**src/rtl/fss_pkg.sv**
```systemverilog
package fss_pkg;
  localparam int OP_W = 8;
  localparam int ST_W = 8;

  localparam logic [OP_W-1:0] OP_WREN  = 8'h06;
  localparam logic [OP_W-1:0] OP_WRDI  = 8'h04;
  localparam logic [OP_W-1:0] OP_RDST1 = 8'h05;
  localparam logic [OP_W-1:0] OP_RDST2 = 8'h35;

  typedef struct packed {
    logic       srp0;
    logic       sec;
    logic       tb;
    logic [2:0] bp;
    logic       wel;
    logic       busy;
  } st1_t;

  function automatic logic [ST_W-1:0] st2_pack(input logic qe, input logic srp1);
    return {6'b000000, qe, srp1};
  endfunction
endpackage

```
**src/rtl/fss_sync.sv**
```systemverilog
module fss_sync #(
  parameter int          W       = 1,
  parameter int          STAGES  = 2,
  parameter logic [W-1:0] RST_VAL = '0
) (
  input  logic         clk_i,
  input  logic         rst_ni,
  input  logic [W-1:0] d_i,
  output logic [W-1:0] q_o
);
  logic [STAGES*W-1:0] chain_q;

  if (STAGES == 1) begin : g_one
    always_ff @(posedge clk_i or negedge rst_ni)
      if (!rst_ni) chain_q <= RST_VAL;
      else         chain_q <= d_i;
  end else begin : g_many
    always_ff @(posedge clk_i or negedge rst_ni)
      if (!rst_ni) chain_q <= {STAGES{RST_VAL}};
      else         chain_q <= {chain_q[(STAGES-1)*W-1:0], d_i};
  end

  assign q_o = chain_q[STAGES*W-1 -: W];
endmodule

```
**src/rtl/fss_cmd_rx.sv**
```systemverilog
module fss_cmd_rx
  import fss_pkg::*;
(
  input  logic            clk_i,
  input  logic            rst_ni,
  input  logic            start_i,
  input  logic            rise_i,
  input  logic            di_i,
  output logic [OP_W-1:0] op_o,
  output logic            vld_o
);
  localparam int CNT_W = $clog2(OP_W);

  logic [CNT_W-1:0] cnt_q;
  logic [OP_W-1:0]  sh_q;
  logic             vld_q;

  always_ff @(posedge clk_i or negedge rst_ni) begin
    if (!rst_ni) begin
      cnt_q <= '0;
      sh_q  <= '0;
      vld_q <= 1'b0;
    end else if (start_i) begin
      cnt_q <= '0;
      vld_q <= 1'b0;
    end else if (rise_i && !vld_q) begin
      sh_q  <= {sh_q[OP_W-2:0], di_i};
      cnt_q <= cnt_q + 1'b1;
      if (cnt_q == CNT_W'(OP_W-1)) vld_q <= 1'b1;
    end
  end

  assign op_o  = sh_q;
  assign vld_o = vld_q;
endmodule

```
**src/rtl/fss_tx.sv**
```systemverilog
module fss_tx #(
  parameter int W = 8
) (
  input  logic         clk_i,
  input  logic         rst_ni,
  input  logic         en_i,
  input  logic         fall_i,
  input  logic [W-1:0] byte_i,
  output logic         do_o,
  output logic         oe_o
);
  localparam int CNT_W = $clog2(W);

  logic [CNT_W-1:0] cnt_q;
  logic [W-1:0]     sh_q;
  logic             act_q;

  always_ff @(posedge clk_i or negedge rst_ni) begin
    if (!rst_ni) begin
      cnt_q <= '0;
      sh_q  <= '0;
      act_q <= 1'b0;
    end else if (!en_i) begin
      cnt_q <= '0;
      act_q <= 1'b0;
    end else if (fall_i) begin
      act_q <= 1'b1;
      // capture a fresh status value at every byte boundary
      sh_q  <= (cnt_q == '0) ? byte_i : {sh_q[W-2:0], 1'b0};
      cnt_q <= (cnt_q == CNT_W'(W-1)) ? '0 : cnt_q + 1'b1;
    end
  end

  assign oe_o = act_q & en_i;
  assign do_o = oe_o & sh_q[W-1];
endmodule

```
**src/rtl/flash_status_slave.sv**
```systemverilog
module flash_status_slave
  import fss_pkg::*;
#(
  parameter int SYNC_STAGES = 2
) (
  input  logic       clk_i,
  input  logic       rst_ni,
  input  logic       spi_sck_i,
  input  logic       spi_cs_ni,
  input  logic       spi_di_i,
  output logic       spi_do_o,
  output logic       spi_do_oe_o,
  input  logic       arr_busy_i,
  input  logic [2:0] arr_bp_i,
  input  logic       arr_tb_i,
  input  logic       arr_sec_i,
  input  logic       arr_srp0_i,
  input  logic       arr_srp1_i,
  input  logic       arr_qe_i,
  input  logic       arr_done_i,
  output logic       wel_o
);
  logic cs_s, sck_s, di_s;
  logic cs_q, sck_q;
  logic cs_fall, cs_rise, sck_rise, sck_fall;
  logic [OP_W-1:0] op;
  logic            op_vld;
  logic            rd_op, tx_en;
  logic [ST_W-1:0] st_byte;
  logic            wel_q;
  st1_t            st1;

  fss_sync #(.W(3), .STAGES(SYNC_STAGES), .RST_VAL(3'b100)) u_sync (
    .clk_i  (clk_i),
    .rst_ni (rst_ni),
    .d_i    ({spi_cs_ni, spi_sck_i, spi_di_i}),
    .q_o    ({cs_s, sck_s, di_s})
  );

  always_ff @(posedge clk_i or negedge rst_ni) begin
    if (!rst_ni) begin
      cs_q  <= 1'b1;
      sck_q <= 1'b0;
    end else begin
      cs_q  <= cs_s;
      sck_q <= sck_s;
    end
  end

  assign cs_fall  =  cs_q & ~cs_s;
  assign cs_rise  = ~cs_q &  cs_s;
  assign sck_rise =  sck_s & ~sck_q & ~cs_s;
  assign sck_fall = ~sck_s &  sck_q & ~cs_s;

  fss_cmd_rx u_rx (
    .clk_i   (clk_i),
    .rst_ni  (rst_ni),
    .start_i (cs_fall),
    .rise_i  (sck_rise),
    .di_i    (di_s),
    .op_o    (op),
    .vld_o   (op_vld)
  );

  assign rd_op = op_vld && (op == OP_RDST1 || op == OP_RDST2);
  assign tx_en = ~cs_s & rd_op;

  always_comb begin
    st1 = '{srp0: arr_srp0_i, sec: arr_sec_i, tb: arr_tb_i, bp: arr_bp_i,
            wel: wel_q, busy: arr_busy_i};
    st_byte = (op == OP_RDST2) ? st2_pack(arr_qe_i, arr_srp1_i) : st1;
  end

  fss_tx #(.W(ST_W)) u_tx (
    .clk_i  (clk_i),
    .rst_ni (rst_ni),
    .en_i   (tx_en),
    .fall_i (sck_fall),
    .byte_i (st_byte),
    .do_o   (spi_do_o),
    .oe_o   (spi_do_oe_o)
  );

  // completion of an array cycle outranks a write-enable opcode
  always_ff @(posedge clk_i or negedge rst_ni) begin
    if (!rst_ni)                          wel_q <= 1'b0;
    else if (arr_done_i)                  wel_q <= 1'b0;
    else if (cs_rise && op_vld) begin
      if (op == OP_WREN)                  wel_q <= 1'b1;
      else if (op == OP_WRDI)             wel_q <= 1'b0;
    end
  end

  assign wel_o = wel_q;
endmodule

```
**config.mk**
```make
export PLATFORM = sky130hd
export DESIGN_NAME = flash_status_slave
export DESIGN_NICKNAME = d
export VERILOG_FILES = /design/src/rtl/fss_pkg.sv /design/src/rtl/fss_sync.sv /design/src/rtl/fss_cmd_rx.sv /design/src/rtl/fss_tx.sv /design/src/rtl/flash_status_slave.sv
export SDC_FILE = /design/constraint.sdc
export NUM_CORES = 1
export LEC_CHECK = 0
export BUFFER_PORTS_ARGS = -buffer_cell sky130_fd_sc_hd__buf_2
export CORE_MARGIN = 5
export CORE_UTILIZATION = 25
export CTS_CLUSTER_SIZE = 28
export DETAILED_ROUTE_END_ITERATION = 8
export PLACE_DENSITY_LB_ADDON = 0.2
export SETUP_SLACK_MARGIN = 0.1
export SLEW_MARGIN = 15
export SYNTH_ARGS = -nofsm -noshare
export SYNTH_HDL_FRONTEND = slang
export SYNTH_SLANG_ARGS = --single-unit
```
**constraint.sdc**
```tcl
create_clock -name clk_i -period 2.3 [get_ports clk_i]
set_input_delay 0.46 -clock clk_i [delete_from_list [all_inputs] [get_ports clk_i]]
set_output_delay 0.46 -clock clk_i [all_outputs]
set_load 0.005 [all_outputs]
```
Word level (Yosys, flattened, before mapping)
Index checks and enable logic that the tools add are counted.
{"block": "op_classes", "addsub": 2, "eq_ne": 7, "mux": 16, "bitwise_logic": 14, "reduce_logical": 14}
{"operator": "8-bit by 3-bit equality test with 1-bit output (second input constant)", "n": 3}
{"operator": "8-bit 2-to-1 mux", "n": 2}
{"operator": "3-bit 2-to-1 mux", "n": 5}
{"operator": "1-bit bitwise AND", "n": 9}
{"operator": "1-bit 2-to-1 mux", "n": 9}
{"operator": "8-bit by 6-bit equality test with 1-bit output (second input constant)", "n": 1}
{"operator": "2-bit AND reduction", "n": 4}
{"operator": "3-bit by 1-bit adder with 3-bit output (second input constant)", "n": 2}
{"operator": "3-bit equality test (second input constant)", "n": 2}
{"operator": "2-bit nonzero test", "n": 3}
{"operator": "1-bit inverter", "n": 5}
{"operator": "1-bit logical AND", "n": 3}
{"operator": "3-bit zero test", "n": 1}
{"operator": "3-bit nonzero test", "n": 1}
{"operator": "2-bit != test (second input constant)", "n": 1}
{"operator": "1-bit zero test", "n": 1}
{"operator": "1-bit logical OR", "n": 1}
{"block": "totals", "reg_bits": 33, "output_inout_bits": 3}

Longest topological paths before layout
Gate-level depths: netlist of the first run.
{"block": "logic_depth", "depth_word": 6, "ltp_mapped": 7, "mapped_depth_nobuf": 6}

By module
A second synthesis of the first run with hierarchy kept.
{"block": "unflattened", "hier_cells": 124, "hier_area_um2": 1621.6}
{"module": "fss_tx", "n_inst": 1, "cells_each": 57, "area_each_um2": 628.1, "seq_area_each_um2": 300.3}
{"module": "fss_cmd_rx", "n_inst": 1, "cells_each": 33, "area_each_um2": 539.3, "seq_area_each_um2": 300.3}
{"module": "flash_status_slave", "n_inst": 1, "cells_each": 25, "area_each_um2": 279.0, "seq_area_each_um2": 76.3}
{"module": "fss_sync", "n_inst": 1, "cells_each": 9, "area_each_um2": 175.2, "seq_area_each_um2": 152.6}

Worst setup path before layout of the first run
No wires, ideal clock.
{"block": "synth_path", "kind": "reg-to-output", "from": "reg u_rx.sh_q[7] (netlist: u_rx.op_o[7])", "to": "out spi_do_o", "t_arrival_ps": 1379, "required_ps": 1840, "slack_ps": 461, "stages_incl_launch_ff": 4, "path_buffers": 0, "cell_sequence": "dfrtp_1 or4b_4 nor4_1 and3_1"}
{"block": "synth_via", "elab_chain_len": 6}
{"item": "start, declared", "line_no": "fss_cmd_rx.sv:15", "source": "logic [OP_W-1:0] sh_q;"}
{"item": "start signal, assigned", "line_no": "fss_cmd_rx.sv:27", "source": "sh_q <= {sh_q[OP_W-2:0], di_i};"}
{"item": "8-bit by 3-bit equality test with 1-bit output / 8-bit by 6-bit equality test with 1-bit output (equally long branches)", "line_no": "flash_status_slave.sv:65", "source": "assign rd_op = op_vld && (op == OP_RDST1 || op == OP_RDST2);"}
{"item": "1-bit logical OR *", "line_no": "flash_status_slave.sv:65"}
{"item": "1-bit logical AND *", "line_no": "flash_status_slave.sv:65"}
{"item": "1-bit bitwise AND *", "line_no": "flash_status_slave.sv:66", "source": "assign tx_en = ~cs_s & rd_op;"}
{"item": "1-bit bitwise AND *", "line_no": "fss_tx.sv:34", "source": "assign oe_o = act_q & en_i;"}
{"item": "1-bit bitwise AND *", "line_no": "fss_tx.sv:35", "source": "assign do_o = oe_o & sh_q[W-1];"}
{"item": "end, declared", "line_no": "flash_status_slave.sv:11", "source": "output logic spi_do_o,"}
Every way passes the cells marked *; elsewhere a longest branch is shown, timed or not.

Worst setup path after layout of the first run
{"block": "layout_path", "from": "reg u_rx.sh_q[1] (netlist: u_rx.op_o[1])", "to": "out spi_do_oe_o"}
{"block": "layout_via", "elab_chain_len": 5}
{"item": "8-bit by 3-bit equality test with 1-bit output / 8-bit by 6-bit equality test with 1-bit output (equally long branches)", "line_no": "flash_status_slave.sv:65"}
{"item": "1-bit logical OR *", "line_no": "flash_status_slave.sv:65"}
{"item": "1-bit logical AND *", "line_no": "flash_status_slave.sv:65"}
{"item": "1-bit bitwise AND *", "line_no": "flash_status_slave.sv:66"}
{"item": "1-bit bitwise AND *", "line_no": "fss_tx.sv:34"}
{"item": "end, declared", "line_no": "flash_status_slave.sv:12", "source": "output logic spi_do_oe_o,"}
Marks and branches as above.

==> impl_summary.txt, run 1 <==
----------------------------------------------------
[CTS]
  Later-pin clock latency in the skew report ... 280 ps
  Count of H-tree levels built during CTS ... 2
  Clock Root Buffer ... clkbuf_8
  Max clock buf depth ... 2
  Hold bufs inserted after CTS ... 0
  Number of clock sinks seen by CTS ... 33
  Clock-pin slew of the registers on the worst-case setup and hold paths ... 70 ps
  Clock tree from TritonCTS ... done
  TritonCTS buffer count ... 5

[Setup path]
  Start-to-end type of the worst setup path ... reg -> out
  Critical path's top delay family ... simple AND/OR/NAND/NOR gates
  Slowest stage delay, CP ... 570 ps
  CP Cell Sequence ... or4b_4, nor4_4, and2_1, buf_2
  Largest fanout on the critical path ... 2
  Crit path capture type ... output pin
  Count of buffer and inverter cells on the critical path ... 1
  CP Data Required Time ... 1840 ps
  Slowest cell on the critical path ... or4b_4
  Data arrival, critical path ... 1700 ps
  Critical path launch point type ... flip-flop

[Detailed routing]
  Average routed wire per standard cell ... 12.66 microns
  Total length of routed met3 wires ... 86 microns
  Antenna Violating Nets Remaining ... 0
  Wire length on met1 ... 1.220 mm
  DR DRC count ... 0
  Top Metal Used ... met4
  Via density ... 4.419
  Routed Wire Length ... 2.963 mm
  First-pass iteration count of the detailed router ... 4
  Detail Route met2 WL ... 1.545 mm
  Initial drt markers ... 48
  Routed vias ... 1034

[Layout]
  Diodes inserted ... 0
  Total non-filler cell area in the finished layout ... 1813 sq um
  NumNets Final ... 178
  Fraction of layout instances using a drive strength above 1 ... 0.3396
  Non-filler cells, final ... 234
  Area growth from synthesis to layout ... 23.11%

[Synth]
  Avg Cell Area, Syn ... 11.69 sq um
  Fraction of synthesized cell area taken by the top area cell type ... 0.5098
  Nets in the synthesized netlist ... 146
  Count leader, synth ... dfrtp_1
  Sequential share of the synthesized area ... 0.5633
  Warnings, synthesis ... 0
  Top_reg_cell synth ... dfrtp_1
  Combined area of all synthesized cells ... 1473 sq um
  Post-synthesis async set-or-reset flop share ... 1.000
  Most frequent cells after synthesis ... dfrtp_1 (30), nand2_1 (14), nor2_1 (14), mux2_2 (8), inv_1 (6)
  Cell variety after synth ... 35
  Cell taking the most area after synthesis ... dfrtp_1
  Synth area leaders ... dfrtp_1 (51%), mux2_2 (6.1%), dfstp_2 (5.4%)
  Total of flip-flops plus latches after synthesis ... 33
  Synth Instances ... 126
  Number of enable flip-flop cells after synthesis ... 0

[Placed design]
  Global placement routability congestion ... 0.6927
  Count of buffers from port buffering ... 17
  Instance area after placement ... 1663 sq um
  Detail Placement HPWL ... 2.135 mm
  Number of instances in the placed design ... 219

[Die]
  Area inside the core boundary ... 5816 sq um
  Die width ... 86.75 microns
  Number of top-level pins ... 18
  Area of the die ... 7526 sq um
  Vertical die dimension ... 86.75 microns
  Initial Util ... 0.2532
  Placement Rows ... 28

[Power]
  Final Power ... 1240 uW
  Power density over cell area ... 683.9 nW/um^2
  Max IR drop VDD ... 0.2017 mV
  Leakage ... 0.0008249 uW

[Global route]
  Maximum number of pins on one net before global-route repair ... 34
  Global-route usage over all layers ... 0.08870
  Wire length of the first global-routing pass ... 5.016 mm
  Overflow after GRT ... 0
  Number of global-route vias before repair ... 1114
  Initial antenna violation count ... 0

[Timing]
  Final setup TNS ... 0 ps
  Remaining max-slew budget at the tightest pin ... 0.5169
  Worst slack on hold paths ... 227.8 ps
  Finish-stage setup viols ... 0
  Transition time at the pin with the least slew margin ... 724.7 ps
  Post-layout min period ... 2156 ps
  Share of the cycle needed by the critical path after routing ... 0.9374
  Number of endpoints with negative hold slack in the final report ... 0
  Unrepaired setup endpoints after global routing ... true
  Skew final ... 3.219 ps
  Maximum clock frequency ... 463.8 MHz
  Max-slew violation count ... 0

[Min path]
  Hold/Removal Path Class ... in -> async

[Status]
  Status ... completed

[Run]
  Max-capacitance violation count ... 0

----------------------------------------------------
routing by layer:
layer / vias to the layer above / GRT usage
li1: 503 / -
met1: 510 / 0.09591
met2: 13 / 0.1446
met3: 8 / 0.02852
met4: 0 / 0.06516
met5: - / 0
stage by stage:
step | util | setup WS, ps
3_3_place_gp | 0.2859 | 276.9
3_5_place_dp | 0.2859 | 217.6
2_1_floorplan | - | 461.1
6_report | 0.3117 | 144.0
5_1_grt | 0.3117 | 43.30
4_1_cts | 0.3079 | 141.9
path summary, 6_finish.rpt:
check | startpoint | to | slack (ps) | depth (start not counted)
max in group asynchronous | rst_ni | u_rx.op_o[2]$_DFFE_PN0P_ | 1610 | 1
hold reg to reg | u_sync.chain_q[2]$_DFF_PN1_ | u_sync.chain_q[5]$_DFF_PN1_ | 360 | 0
hold / removal | rst_ni | u_tx.sh_q[5]$_DFFE_PN0P_ | 230 | 1
min in group clk_i | spi_cs_ni | u_sync.chain_q[2]$_DFF_PN1_ | 270 | 1
setup / recovery | u_rx.op_o[1]$_DFFE_PN0P_ | spi_do_oe_o | 140 | 4
setup reg to reg | u_rx.op_o[1]$_DFFE_PN0P_ | u_tx.sh_q[1]$_DFFE_PN0P_ | 280 | 6
where the power goes:
group	internal [uW]	switching, uW
clock network	209	208
logic	84.8	70.1
registers	626	41.0
total	920	320
cell usage in the layout, fill, tap and decap left out, types with 5 or more instances in the layout:
| cell type | Yosys | routed |
|---|---|---|
| nand2_1 | 14 | 14 |
| nor2_1 | 14 | 14 |
| ha_1 | 5 | 5 |
| dfrtp_1 | 30 | 30 |
| buf_4 | 0 | 11 |
| clkbuf_8 | 0 | 5 |
| a31oi_1 | 5 | 5 |
| inv_1 | 6 | 6 |
| buf_2 | 0 | 17 |
| mux2_2 | 8 | 8 |
| mux2i_1 | 5 | 5 |
final cells by class:
cell class / count / area, sq um
fill: 623 / 4003
clock inverter: 2 / 10.01
sequential: 33 / 829.5
multi-input combinational: 84 / 616.8
clock buffer: 6 / 72.57
timing repair buffer: 28 / 167.7
inverter: 6 / 22.52
tap: 75 / 93.84
worst register-to-register path, cell delays in order, from the launching register on:
cell	delay [ps]
dfrtp_1	380
or4b_4	570
buf_4	180
nor4b_4	270
buf_4	190
mux2i_1	190
o21ai_0	110
kinds of logic after synthesis:
family / synth area share
XOR/XNOR: 0.005948
adder cells (fa/ha/maj): 0.04248
buffers and inverters: 0.02803
flip-flops: 0.5633
AO/OA/AOI/OAI: 0.08921
multiplexers: 0.09516
AND/OR/NAND/NOR: 0.1759
flip-flops by register name (all words and copies together) (netlist names):
signal          count
u_rx.vld_o          1
cs_q                1
u_sync.chain_q      6
u_rx.op_o           8
wel_o               1
u_tx.cnt_q          3
u_tx.act_q          1
u_tx.sh_q           8
u_rx.cnt_q          3
sck_q               1
repair_timing:
item	in CTS	in global routing
resized for setup	2	0
hold endpoints to repair	0	0
pin swaps	3	0
setup endpoints to repair	2	6
buffers inserted	4	3
Note: power is estimated with default switching activity, not from simulation.
==> run 2, diff against run 1 <==
Settings changed: GPL_TIMING_DRIVEN from default to 0.
==> impl_summary.txt, run 2 (same netlist as run 1, synthesis figures left out) <==
----------------------------------------------------
[CTS]
  Later-pin clock latency in the skew report ... 280 ps (about the same)
  Clock tree from TritonCTS ... done
  Hold bufs inserted after CTS ... 0 (unchanged)
  Count of H-tree levels built during CTS ... 2 (unchanged)
  Number of clock sinks seen by CTS ... 33 (unchanged)
  Clock-pin slew of the registers on the worst-case setup and hold paths ... 70 ps (about the same)
  TritonCTS buffer count ... 5 (unchanged)
  Max clock buf depth ... 2 (unchanged)
  Clock Root Buffer ... clkbuf_8

[Global route]
  Wire length of the first global-routing pass ... 4.850 mm (-3.3%)
  Maximum number of pins on one net before global-route repair ... 34 (unchanged)
  Global-route usage over all layers ... 0.08328 (-0.005420)
  Global routing usage on met1 ... 0.09397 (-0.001943)
  Overflow after GRT ... 0 (unchanged)
  Met3 demand-to-capacity share in global routing ... 0.02852 (unchanged)
  Number of global-route vias before repair ... 1078 (-3.2%)
  Met2 global-route usage ... 0.1398 (-0.004868)
  Highest-utilization routing layer at the global route stage ... met2
  Initial antenna violation count ... 0 (unchanged)

[Setup path]
  Largest fanout on the critical path ... 2 (unchanged)
  Data arrival, critical path ... 1710 ps (about the same)
  Setup crit start ... u_rx.op_o[6]$_DFFE_PN0P_
  Crit path capture type ... output pin
  FF-to-FF Start ... u_rx.op_o[6]$_DFFE_PN0P_
  Start-to-end type of the worst setup path ... reg -> out
  Critical path launch point type ... flip-flop
  CP Data Required Time ... 1840 ps (about the same)

[Layout]
  Most common cell after layout, fill and taps aside ... dfrtp_1
  Diodes inserted ... 0 (unchanged)
  Area growth from synthesis to layout ... 21.75%
  Fraction of layout instances using a drive strength above 1 ... 0.3269 (-0.01270)
  Highest-count cells in the layout ignoring fill and taps ... dfrtp_1 (30), buf_2 (17), nand2_1 (14), nor2_1 (14), mux2_2 (8)
  Non-filler cells, final ... 231 (-1.3%)
  Fillcell total ... 629 (+0.96%)
  NumNets Final ... 175 (-1.7%)

[Run]
  Max-capacitance violation count ... 0 (unchanged)

[Timing]
  Unrepaired setup endpoints after global routing ... true
  Share of the cycle needed by the critical path after routing ... 0.9434 (+0.006022)
  Worst slack on hold paths ... 243.6 ps (+15.75 ps)
  Number of endpoints with negative hold slack in the final report ... 0 (unchanged)
  Maximum clock frequency ... 460.9 MHz (-0.64%)
  Skew final ... 7.309 ps (+4.090 ps)
  Remaining max-slew budget at the tightest pin ... 0.4853 (-0.03157)
  Max-slew violation count ... 0 (unchanged)
  Post-layout min period ... 2170 ps (+13.85 ps)
  Final setup TNS ... 0 ps (unchanged)
  Transition time at the pin with the least slew margin ... 766.1 ps (+41.47 ps)
  Finish-stage setup viols ... 0 (unchanged)

[Detailed routing]
  First-pass iteration count of the detailed router ... 4 (unchanged)
  Antenna Violating Nets Remaining ... 0 (unchanged)
  Routed vias ... 989 (-4.4%)
  Average routed wire per standard cell ... 11.99 microns (-5.3%)
  Routed Wire Length ... 2.769 mm (-6.5%)
  Via density ... 4.281 (-3.1%)
  Initial drt markers ... 26 (-46%)
  DR DRC count ... 0 (unchanged)

[Placed design]
  Count of buffers from port buffering ... 17 (unchanged)
  Detail Placement HPWL ... 2.019 mm (-5.4%)
  Number of instances in the placed design ... 218 (-0.46%)
  Global placement routability congestion ... 0.7401 (+6.8%)

[Die]
  Placement Rows ... 28 (unchanged)
  Area inside the core boundary ... 5816 sq um (unchanged)
  Die width ... 86.75 microns (unchanged)
  Initial Util ... 0.2532 (unchanged)
  Area of the die ... 7526 sq um (unchanged)
  Vertical die dimension ... 86.75 microns (unchanged)
  Number of top-level pins ... 18 (unchanged)

[Status]
  Status ... completed

[Power]
  Leakage ... 0.0008017 uW (-2.8%)
  Max IR drop VDD ... 0.1830 mV (-9.3%)
  Power density over cell area ... 684.0 nW/um^2 (about the same)

[Min path]
  Hold/Removal Path Class ... in -> async

----------------------------------------------------
[run 2: critical path, stage by stage (launching register included)]
cell and delay (ps):
dfrtp_1 390, or4b_4 570, nor4_4 160, and3_1 200, buf_2 110
[run 2: layer usage]
layer | vias up | part of all wire
li1 | 500 | -
met5 | - | 0
met3 | 5 | 0.031
met4 | 0 | 0.021
met1 | 471 | 0.45
met2 | 13 | 0.50
[run 2: timing repair]
action | in CTS | in global routing
gates resized for setup | 2 | 1
setup endpoints to repair | 2 | 2
buffers inserted | 3 | 2
pin swaps | 4 | 0
hold endpoints to repair | 0 | 0
[run 2: power by group]
| part | leakage [uW] | internal (uW) | switching [uW] |
|---|---|---|---|
| clock network | 0.0000439 | 209 | 210 |
| logic | 0.000368 | 77.0 | 65.5 |
| registers | 0.000390 | 626 | 39.1 |
[run 2: final timing paths]
kind                                               end  slack [ps]  cells past startpoint
max                                           spi_do_o         130                      4
max in group asynchronous  u_sync.chain_q[1]$_DFF_PN0_        1580                      1
min in group clk_i         u_sync.chain_q[2]$_DFF_PN1_         270                      1
min reg2reg                u_sync.chain_q[4]$_DFF_PN0_         350                      0
max reg2reg                          wel_o$_DFFE_PN0P_         220                      6
min                           u_tx.sh_q[5]$_DFFE_PN0P_         240                      1
[run 2: area by class of cell]
cell class | instances | area [sq um] | share of cell area
inverters | 6 | 22.52 | 0.01256
flip-flops and latches | 33 | 829.5 | 0.4627
multi-input cells | 84 | 619.3 | 0.3454
well taps | 75 | 93.84 | 0.05234
plain buffers | 3 | 18.77 | 0.01047
clock buffers | 5 | 68.82 | 0.03838
repair buffers | 22 | 122.6 | 0.06839
clock inverters | 3 | 17.52 | 0.009770
[run 2: through the flow]
step | power, uW | cell area [sq um] | setup WS (ps) | util
floorplan | 746.6 | 1473 | 461.1 | -
global placement | 790.2 | 1652 | 235.0 | 0.2840
detailed placement | 794.9 | 1652 | 217.5 | 0.2840
CTS | 1243 | 1775 | 132.1 | 0.3053
global route | 1296 | 1793 | 66.29 | 0.3083
finish | 1226 | 1793 | 130.2 | 0.3083
==> run 3, diff against run 2 <==
Settings changed: CORE_UTILIZATION 25 to 35.
==> impl_summary.txt, run 3 (same netlist as run 1, synthesis figures left out) <==
----------------------------------------------------
[CTS]
  Later-pin clock latency in the skew report ... 280 ps (about the same)
  Clock Root Buffer ... clkbuf_8
  Clock tree from TritonCTS ... done
  Max clock buf depth ... 2 (unchanged)
  Count of H-tree levels built during CTS ... 2 (unchanged)
  TritonCTS buffer count ... 5 (unchanged)
  Number of clock sinks seen by CTS ... 33 (unchanged)
  Clock-pin slew of the registers on the worst-case setup and hold paths ... 70 ps (about the same)

[Timing]
  Maximum clock frequency ... 468.8 MHz (+1.7%)
  Transition time at the pin with the least slew margin ... 818.6 ps (+52.48 ps)
  Skew final ... 4.906 ps (-2.403 ps)
  Finish-stage setup viols ... 0 (unchanged)
  Number of endpoints with negative hold slack in the final report ... 0 (unchanged)
  Max-slew violation count ... 0 (unchanged)
  Remaining max-slew budget at the tightest pin ... 0.4501 (-0.03526)
  Worst slack on hold paths ... 232.8 ps (-10.72 ps)
  Post-layout min period ... 2133 ps (-36.88 ps)
  Unrepaired setup endpoints after global routing ... true
  Share of the cycle needed by the critical path after routing ... 0.9274 (-0.01604)
  Final setup TNS ... 0 ps (unchanged)
  Setup slack after layout ... 167.0 ps (+36.88 ps)

[Layout]
  Fraction of layout instances using a drive strength above 1 ... 0.3269 (unchanged)
  NumNets Final ... 175 (unchanged)
  Most common cell after layout, fill and taps aside ... dfrtp_1
  Non-filler cells, final ... 206 (-11%)
  Area growth from synthesis to layout ... 21.07%
  Highest-count cells in the layout ignoring fill and taps ... dfrtp_1 (30), buf_2 (16), nand2_1 (14), nor2_1 (14), mux2_2 (8)
  Fillcell total ... 392 (-38%)
  Diodes inserted ... 0 (unchanged)

[Detailed routing]
  First-pass iteration count of the detailed router ... 4 (unchanged)
  Antenna Violating Nets Remaining ... 0 (unchanged)
  Via density ... 4.830 (+13%)
  Initial drt markers ... 43 (+65%)
  Average routed wire per standard cell ... 13.05 microns (+8.9%)
  Routed vias ... 995 (+0.61%)
  DR DRC count ... 0 (unchanged)
  Routed Wire Length ... 2.688 mm (-2.9%)

[Setup path]
  Start-to-end type of the worst setup path ... reg -> out
  Largest fanout on the critical path ... 2 (unchanged)
  Count of buffer and inverter cells on the critical path ... 1 (unchanged)
  Critical path's top delay family ... simple AND/OR/NAND/NOR gates
  Slowest cell on the critical path ... or4b_4
  Worst reg-to-reg path cell count ... 6 (unchanged)
  CP Cell Sequence ... or4b_4, nor4_4, and3_1, buf_2
  Number of stages on the worst setup path ... 4 (unchanged)
  Crit path capture type ... output pin
  Slowest stage delay, CP ... 570 ps (about the same)
  Data arrival, critical path ... 1670 ps (-40 ps)
  CP Data Required Time ... 1840 ps (about the same)
  Critical path launch point type ... flip-flop

[Die]
  Vertical die dimension ... 74.87 microns (-14%)
  Number of top-level pins ... 18 (unchanged)
  Placement Rows ... 23 (-18%)
  Area inside the core boundary ... 4029 sq um (-31%)
  Die width ... 74.87 microns (-14%)
  Area of the die ... 5605 sq um (-26%)
  Initial Util ... 0.3655 (+0.1123)

[Global route]
  Global-route usage over all layers ... 0.1103 (+0.02702)
  Overflow after GRT ... 0 (unchanged)
  Wire length of the first global-routing pass ... 4.609 mm (-5.0%)
  Number of global-route vias before repair ... 1021 (-5.3%)
  Initial antenna violation count ... 0 (unchanged)
  Maximum number of pins on one net before global-route repair ... 34 (unchanged)

[Status]
  Status ... completed

[Power]
  Power density over cell area ... 712.6 nW/um^2 (+4.2%)
  Max IR drop VDD ... 0.4052 mV (+120%)
  Leakage ... 0.0008131 uW (+1.4%)

[Min path]
  Hold/Removal Path Class ... in -> async

[Run]
  Max-capacitance violation count ... 0 (unchanged)

[Placed design]
  Setup Slack @ Placement ... 213.2 ps (-4.254 ps)
  Detail Placement HPWL ... 1.897 mm (-6.0%)
  Count of buffers from port buffering ... 17 (unchanged)
  Number of instances in the placed design ... 193 (-11%)
  Global placement routability congestion ... 0.6818 (-7.9%)

----------------------------------------------------
## run 3: final timing paths
kind	startpoint	endpoint	slack, ps
worst min register to register	u_sync.chain_q[0]$_DFF_PN0_	u_sync.chain_q[3]$_DFF_PN0_	350
worst max-delay path	u_rx.op_o[6]$_DFFE_PN0P_	spi_do_o	170
worst min-delay path	rst_ni	sck_q$_DFF_PN0_	230
worst max register to register	u_rx.op_o[6]$_DFFE_PN0P_	u_tx.sh_q[6]$_DFFE_PN0P_	220
max in group asynchronous	rst_ni	u_tx.sh_q[2]$_DFFE_PN0P_	1610
min in group clk_i	spi_cs_ni	u_sync.chain_q[2]$_DFF_PN1_	280
## run 3: routing by layer
metal / wire length [microns] / vias up / GRT usage / share of wire
met5: 0 / - / 0 / 0
met4: 39 / 0 / 0.05929 / 0.015
met3: 105 / 4 / 0.02937 / 0.039
met2: 1254 / 13 / 0.1702 / 0.47
met1: 1288 / 480 / 0.1410 / 0.48
li1: - / 498 / - / -
## run 3: power by group
part	leakage [uW]	switching [uW]	total [uW]	internal (uW)
clock network	0.0000542	200	470	270
registers	0.000390	42.2	668	626
logic	0.000369	61.8	132	70.2
total	0.000813	304	1270	967
## run 3: through the flow
stage / power [uW] / cell area [sq um] / utilization
2_1_floorplan: 746.6 / 1473 / -
3_3_place_gp: 787.3 / 1620 / 0.4022
3_5_place_dp: 793.5 / 1620 / 0.4022
4_1_cts: 1291 / 1754 / 0.4354
5_1_grt: 1331 / 1783 / 0.4425
6_report: 1271 / 1783 / 0.4425
## run 3: area by class of cell
type / count / area, sq um / area share
inverter: 6 / 22.52 / 0.01263
clock inverter: 1 / 5.005 / 0.002807
buffer: 3 / 18.77 / 0.01053
tap: 50 / 62.56 / 0.03509
multi-input combinational: 84 / 619.3 / 0.3474
clock buffer: 7 / 96.34 / 0.05404
sequential: 33 / 829.5 / 0.4653
timing repair buffer: 22 / 128.9 / 0.07228
## run 3: timing repair
action                                  CTS  global route
pin swaps                                 2             1
buffers inserted                          2             3
endpoints found under the setup margin    2             2
hold buffers                              0             0
hold endpoints to repair                  0             0
resized for setup                         3             1
